==> src/rtl/dbx_pkg.sv <==
package dbx_pkg;

   // per-lane control bundle
   typedef struct packed {
      logic cap_ab;
      logic cap_ba;
      logic sel_ab;
      logic sel_ba;
      logic en_ab;
      logic en_ba_n;
   } lane_ctrl_t;

   localparam int unsigned DEF_LANE_W = 8;
   localparam int unsigned DEF_LANES  = 2;
   localparam int unsigned DEF_SYNC   = 2;

endpackage

==> src/rtl/dbx_edge.sv <==
module dbx_edge #(
   parameter int unsigned STAGES = 2
) (
   input  logic clk,
   input  logic rst_n,
   input  logic strobe,
   output logic hit
);

   logic prev_q;
   logic level;

   generate
      if (STAGES == 0) begin : g_direct
         assign level = strobe;
      end else begin : g_sync
         logic [STAGES-1:0] chain_q;
         always_ff @(posedge clk) begin
            if (!rst_n) begin
               chain_q <= '0;
            end else begin
               chain_q[0] <= strobe;
               for (int i = 1; i < STAGES; i++) chain_q[i] <= chain_q[i-1];
            end
         end
         assign level = chain_q[STAGES-1];
      end
   endgenerate

   always_ff @(posedge clk) begin
      if (!rst_n) prev_q <= 1'b0;
      else        prev_q <= level;
   end

   assign hit = level & ~prev_q;

endmodule

==> src/rtl/dbx_lane.sv <==
module dbx_lane
   import dbx_pkg::*;
#(
   parameter int unsigned W      = 8,
   parameter int unsigned STAGES = 2
) (
   input  logic         clk,
   input  logic         rst_n,
   input  lane_ctrl_t   ctl,
   input  logic [W-1:0] a_in,
   input  logic [W-1:0] b_in,
   output logic [W-1:0] a_out,
   output logic [W-1:0] a_oe,
   output logic [W-1:0] b_out,
   output logic [W-1:0] b_oe,
   output logic [W-1:0] a_res,
   output logic [W-1:0] b_res,
   output logic [W-1:0] reg_a,
   output logic [W-1:0] reg_b,
   output logic         hit_ab,
   output logic         hit_ba
);

   logic [W-1:0] reg_a_q, reg_b_q, hold_q;
   logic [W-1:0] a_fix_val, b_fix_val;
   logic         drv_a, drv_b, mutual, a_fixed, b_fixed;

   dbx_edge #(.STAGES(STAGES)) u_edge_ab (
      .clk(clk), .rst_n(rst_n), .strobe(ctl.cap_ab), .hit(hit_ab)
   );
   dbx_edge #(.STAGES(STAGES)) u_edge_ba (
      .clk(clk), .rst_n(rst_n), .strobe(ctl.cap_ba), .hit(hit_ba)
   );

   assign drv_b  = ctl.en_ab;
   assign drv_a  = ~ctl.en_ba_n;
   assign mutual = drv_a & drv_b & ~ctl.sel_ab & ~ctl.sel_ba;

   // a side that does not depend on bus B, and vice versa
   assign a_fixed   = ~drv_a | ctl.sel_ba;
   assign b_fixed   = ~drv_b | ctl.sel_ab;
   assign a_fix_val = drv_a ? reg_b_q : a_in;
   assign b_fix_val = drv_b ? reg_a_q : b_in;

   always_comb begin
      if (mutual) begin
         a_res = hold_q;
         b_res = hold_q;
      end else begin
         a_res = a_fixed ? a_fix_val : b_fix_val;
         b_res = b_fixed ? b_fix_val : a_fix_val;
      end
   end

   assign a_oe  = {W{drv_a}};
   assign b_oe  = {W{drv_b}};
   assign a_out = drv_a ? a_res : '0;
   assign b_out = drv_b ? b_res : '0;

   always_ff @(posedge clk) begin
      if (!rst_n) begin
         reg_a_q <= '0;
         reg_b_q <= '0;
         hold_q  <= '0;
      end else begin
         if (hit_ab)  reg_a_q <= a_res;
         if (hit_ba)  reg_b_q <= b_res;
         if (!mutual) hold_q  <= a_res;
      end
   end

   assign reg_a = reg_a_q;
   assign reg_b = reg_b_q;

endmodule

==> src/rtl/dual_bus_xcvr.sv <==
module dual_bus_xcvr
   import dbx_pkg::*;
#(
   parameter int unsigned LANE_W      = DEF_LANE_W,
   parameter int unsigned LANES       = DEF_LANES,
   parameter int unsigned SYNC_STAGES = DEF_SYNC
) (
   input  logic                    clk,
   input  logic                    rst_n,
   input  logic [LANE_W*LANES-1:0] a_in,
   input  logic [LANE_W*LANES-1:0] b_in,
   input  logic [LANES-1:0]        cap_ab,
   input  logic [LANES-1:0]        cap_ba,
   input  logic [LANES-1:0]        sel_ab,
   input  logic [LANES-1:0]        sel_ba,
   input  logic [LANES-1:0]        en_ab,
   input  logic [LANES-1:0]        en_ba_n,
   output logic [LANE_W*LANES-1:0] a_out,
   output logic [LANE_W*LANES-1:0] a_oe,
   output logic [LANE_W*LANES-1:0] b_out,
   output logic [LANE_W*LANES-1:0] b_oe,
   output logic [LANE_W*LANES-1:0] a_bus,
   output logic [LANE_W*LANES-1:0] b_bus
);

   localparam int unsigned DATA_W = LANE_W * LANES;

   generate
      if (LANE_W < 1)      begin : g_bad_w     $error("LANE_W must be at least 1");      end
      if (LANES < 1)       begin : g_bad_lanes $error("LANES must be at least 1");       end
      if (SYNC_STAGES > 4) begin : g_bad_sync  $error("SYNC_STAGES must not exceed 4"); end
   endgenerate

   logic [DATA_W-1:0] stored_a, stored_b;
   logic [LANES-1:0]  hit_ab, hit_ba;

   generate
      for (genvar n = 0; n < LANES; n++) begin : g_lane
         lane_ctrl_t ctl;
         assign ctl = '{cap_ab: cap_ab[n], cap_ba: cap_ba[n], sel_ab: sel_ab[n],
                        sel_ba: sel_ba[n], en_ab: en_ab[n], en_ba_n: en_ba_n[n]};
         dbx_lane #(.W(LANE_W), .STAGES(SYNC_STAGES)) u_lane (
            .clk    (clk),
            .rst_n  (rst_n),
            .ctl    (ctl),
            .a_in   (a_in [n*LANE_W +: LANE_W]),
            .b_in   (b_in [n*LANE_W +: LANE_W]),
            .a_out  (a_out[n*LANE_W +: LANE_W]),
            .a_oe   (a_oe [n*LANE_W +: LANE_W]),
            .b_out  (b_out[n*LANE_W +: LANE_W]),
            .b_oe   (b_oe [n*LANE_W +: LANE_W]),
            .a_res  (a_bus[n*LANE_W +: LANE_W]),
            .b_res  (b_bus[n*LANE_W +: LANE_W]),
            .reg_a  (stored_a[n*LANE_W +: LANE_W]),
            .reg_b  (stored_b[n*LANE_W +: LANE_W]),
            .hit_ab (hit_ab[n]),
            .hit_ba (hit_ba[n])
         );
      end
   endgenerate

endmodule

==> config.mk <==
export PLATFORM = sky130hd
export DESIGN_NAME = dual_bus_xcvr
export DESIGN_NICKNAME = d
export VERILOG_FILES = /design/src/rtl/dbx_pkg.sv /design/src/rtl/dbx_edge.sv /design/src/rtl/dbx_lane.sv /design/src/rtl/dual_bus_xcvr.sv
export SDC_FILE = /design/constraint.sdc
export NUM_CORES = 1
export LEC_CHECK = 0
export ABC_CLOCK_PERIOD_IN_PS = 2770
export BUFFER_PORTS_ARGS = -buffer_cell sky130_fd_sc_hd__buf_2
export CAP_MARGIN = 10
export CORE_ASPECT_RATIO = 1.5
export CORE_MARGIN = 2
export CORE_UTILIZATION = 53
export CTS_CLUSTER_DIAMETER = 150
export DETAILED_ROUTE_END_ITERATION = 12
export PLACE_DENSITY = 0.93
export SYNTH_ARGS = -nofsm -noshare
export SYNTH_HDL_FRONTEND = slang
export SYNTH_HIERARCHICAL = 1
export SYNTH_SLANG_ARGS = --single-unit
export TNS_END_PERCENT = 100
==> constraint.sdc <==
create_clock -name clk -period 2.77 [get_ports clk]
set_clock_uncertainty 0.15 [all_clocks]
set_input_delay 0.4155 -clock clk [delete_from_list [all_inputs] [get_ports clk]]
set_output_delay 0.4155 -clock clk [all_outputs]
set_load 0.01 [all_outputs]
==> run summary <==
Most used flip-flop cell after synthesis: sky130_fd_sc_hd__dfxtp_1. The clock insertion delay at the later pin of the skew report came out at 0.33 ns. TritonCTS built the clock tree. The routed wire length on met3 is 602 um. Relative to the synthesized area, the layout overhead comes to 18.7%. Once placement finished, the instance area stood at 4070 sq um. The worst-path maximum fanout is 19, and the post-synthesis cell area is 3580 sq um. The die footprint is 7440 sq um.

Buffers inserted to repair hold after CTS numbered 0. For this design, the slowest cell found on the critical path is sky130_fd_sc_hd__a22oi_1. The routed design could run at a clock period as short as 2.45 ns. Based on the critical path, the design can be clocked at up to 0.408 GHz. The flow ran to the end, and the final reports show no timing, DRC or antenna violations. The first global-routing pass estimated 14600 um of wire. The remaining global-route overflow is 0.

The number of clock buffers added by TritonCTS is 9. The portion of total power attributed to sequential cells is 43.1%, and the number of storage elements in the synthesis netlist is 60. The path category of the worst min-delay check was in -> reg. Entering global routing, the biggest net connects 47 pins. The complex-gate fraction of the synthesized area was 23.5%. Across all register-to-register paths, the minimum setup slack is 1.45 ns. In this run switching power makes up 29.5% of total power. The region available for standard cell placement spans 6530 sq um.

Of the total synthesized cell area, the portion taken by XOR and XNOR cells is 0%. The number of gates resized after CTS was 0. The multi-input combinational cells in the finished layout cover a total of 1920 sq um. The detailed router used layers up to and including met4. The startpoint identified for the worst hold timing path is cap_ba[0].

End of the worst register-to-register path: g_lane[0].u_lane/reg_a[2]. For the starting density of the core, the log shows 54.8%. The die is 105 um tall. With fillers left out, the area of the finished cells amounts to 4250 sq um.

For the number of antenna violations at the first check in global routing, the log shows 0. The logs give 597 for the number of nets in the layout and 34 for the unique cell type count in the Yosys netlist. The run gives 122 as the count of routing violations after the opening detailed-route iteration. Dividing total power by cell area gives a power density of 510 nW/um^2. Setup total negative slack on the finished layout was measured at 0 ns. STA puts the critical path data required time at 2.20 ns. In the synthesized netlist, mux cells make up 1.12% of the area. The run gives 0.402 mV as the maximum resistive drop on vdd. In this run the post-CTS setup repair buffer count came out at 0.

The die boundary width came out at 71.1 um. Number of global-route vias before repair: 3325. In the layout the commonest cells are 141 x sky130_fd_sc_hd__buf_2, 60 x sky130_fd_sc_hd__dfxtp_1, 42 x sky130_fd_sc_hd__o21ai_0. For the remaining number of nets flagged by the antenna check after routing, the log shows 0. The worst setup path is launched from a primary input.

STA classifies the critical path endpoint as an output port. The tools report the remaining max-slew budget at the tightest pin as 52.2%. In this run the deepest clock path goes through 2 buffers.

The filler cells instantiated in the layout total 514. For the internal power of the cells, the log shows 1.53 mW. Synthesis produced a netlist with a net count of 492. Of the available clock period, the critical path in the final layout requires 88.4%. The startpoint of the worst-slack reg-to-reg timing path is g_lane[0].u_lane/reg_b[2].

0 antenna diodes ended up in the layout. The share of total power dissipated in combinational logic is 22.5%. In the global route stage, overall resource usage came out at 24.2%.

The total number of vias is 3507, and the max-cap check violation count is 0. The run gives 640 uW as the switching power of the nets. The root buffer cell chosen for the clock tree is sky130_fd_sc_hd__clkbuf_8. Number of buffer and inverter instances along the worst setup path: 4. The most frequent standard cell in the layout excluding fill and tap cells is sky130_fd_sc_hd__buf_2. By area, the combinational part of the netlist is dominated by simple AND/OR/NAND/NOR gates. Registers take 1200 sq um.

After technology mapping, the gate count stands at 446. The run gives 0 as the final hold violation count. The congestion estimate from routability-driven global placement came to 0.846. Setup repair after global routing left no endpoint under its margin.

Summing the areas of all and, or, nand and nor instances in the mapped netlist gives 29.1% of the synthesized area. After synthesis, the mean cell area works out to 8.03 sq um. The run gives 616 as the number of placed instances with taps included.

For the pin with the worst max-slew slack, the measured transition is 0.717 ns. The final setup violation count came out at 0. The share of cells above drive strength 1 is 37.1%, and the total I/O pin count is 142. For this design the static power due to leakage is 2.13 nW.

For the H-tree depth, the log shows 3. The launch point of the critical path was en_ba_n[1]. The destination of the worst hold path is g_lane[0].u_lane/u_edge_ba/g_sync.chain_q[0]. Per report_power, the clock group accounts for 34.3% of the total. Before antenna repair, the detailed router went through 5 iterations.

The worst reg-to-reg path cell count was 4; the delay of the slowest cell on the worst path was 0.37 ns. The count of input and output buffers is 141. The logs give 6 for the number of warnings printed during yosys synthesis and 33.5% for the register area share after synthesis. The worst setup path is of the in -> out kind.

The worst path arrival time is 1.88 ns. The sum of met2 wire segment lengths after detailed routing came out at 4900 um. Clock-pin slew was measured on the worst setup and hold paths at 0.07 ns. In the final routed layout, each cell accounts on average for 14.3 um. For this run, design rule violations remaining after detail routing come to 0.

Yosys mapped a number of flops with a built-in enable equal to 0. The post-detailed-route via-to-cell ratio is 5.55, and the CTS sink count is 60. After Yosys synthesis, full adders, half adders and majority gates account for 0% of the synthesized area. Critical path's most frequent cell: sky130_fd_sc_hd__buf_2. The count of pins over their slew limit came out at 0. The pre-CTS setup slack was 0.412 ns.

The worst hold path was traced through 2 stages. Summed over all nets, the half-perimeter wirelength after detailed placement is 6680 um. The share of synthesized registers carrying an async set or reset was 0%. The run gives 3380 um as the routed metal-1 wire length.

Walking the worst path, the cells encountered are buf_2 > buf_4 > inv_2 > a2bb2oi_1 > a22oi_1 > nor2_1 > buf_2. Kind of cell adding the most delay to the critical path: buffers and inverters. Wires add up to 9020 um. The finished layout holds 632 standard cells, fillers aside.

For the cell row count, the log shows 36. Setup slack on the critical path of the routed design comes to 0.321 ns.
-- cells in the mapped netlist, drive strengths merged, types with 4 or more instances --
library cell	n	area [sq um]
nand3	18	90.1
inv	24	90.1
and4	6	67.6
nor2b	12	105
mux2i	4	40.0
nand2b	16	100
o21ai	54	293
o21ba	16	160
and2	28	175
a2bb2oi	8	70.1
a22oi	8	60.1
clkbuf	6	22.5
dfxtp	60	1200
nand2	38	158
a21oi	24	143
nor2	42	163
and3	12	75.1
buf	48	345
a221o	8	80.1
nand3b	8	60.1
-- per-layer routing --
layer / global-route usage [%] / vias to the layer above
met3: 5.11 / 17
met2: 44.6 / 179
met5: 0 / -
met1: 25.2 / 1610
li1: - / 1701
met4: 11.9 / 0
-- through the flow --
step	utilization, %	hold WS, ns	power [mW]
after floorplan	-	0.256	1.28
after global placement	62.3	0.256	1.42
after detailed placement	62.3	0.269	1.44
after CTS	65.1	0.131	2.18
after global routing	65.1	0.120	2.28
final	65.1	0.146	2.17
-- registers in the layout, summed over array words and instances (netlist names) --
| register | cells |
|---|---|
| g_lane.u_lane/hold_q | 16 |
| g_lane.u_lane/reg_a | 16 |
| g_lane.u_lane/reg_b | 16 |
| g_lane.u_lane/u_edge_ab/g_sync.chain_q | 4 |
| g_lane.u_lane/u_edge_ba/g_sync.chain_q | 4 |
| g_lane.u_lane/u_edge_ab/prev_q | 2 |
| g_lane.u_lane/u_edge_ba/prev_q | 2 |
-- power by group through the flow --
stage	clock (mW)	sequential, mW	combinational (mW)
after floorplan	0	0.947	0.338
after global routing	0.806	0.940	0.535
after global placement	0	0.950	0.469
after CTS	0.762	0.935	0.488
final	0.745	0.936	0.489
after detailed placement	0	0.953	0.484
-- how the worst max path moves through the flow --
stage,slack [ns],depth (start not counted),endpoint
finish,0.32,7,a_out[11]
global route,0.23,6,a_out[2]
CTS,0.36,7,a_out[11]
detailed placement,0.41,7,a_out[12]
global placement,0.44,6,a_out[4]
floorplan,0.87,4,b_out[0]
-- layout make-up --
cell class	instances	share of cell area [%]
clock buffers	11	3.09
clock inverters	5	1.24
inverters	24	2.12
multi-input cells	308	45.2
flip-flops and latches	60	28.3
well taps	76	2.24
repair buffers	148	17.8
-- worst register-to-register path, stage by stage, from the launching register on --
cell,delay [ns]
sky130_fd_sc_hd__dfxtp_1,0.32
sky130_fd_sc_hd__nor2_1,0.11
sky130_fd_sc_hd__a2bb2oi_1,0.09
sky130_fd_sc_hd__a22oi_1,0.38
sky130_fd_sc_hd__a21oi_1,0.14
-- cells by family after synthesis --
group | count (synthesis)
flops | 60
compound gates | 122
mux | 4
buf+inv | 78
simple gates | 182
(Power assumes the default switching activity.)
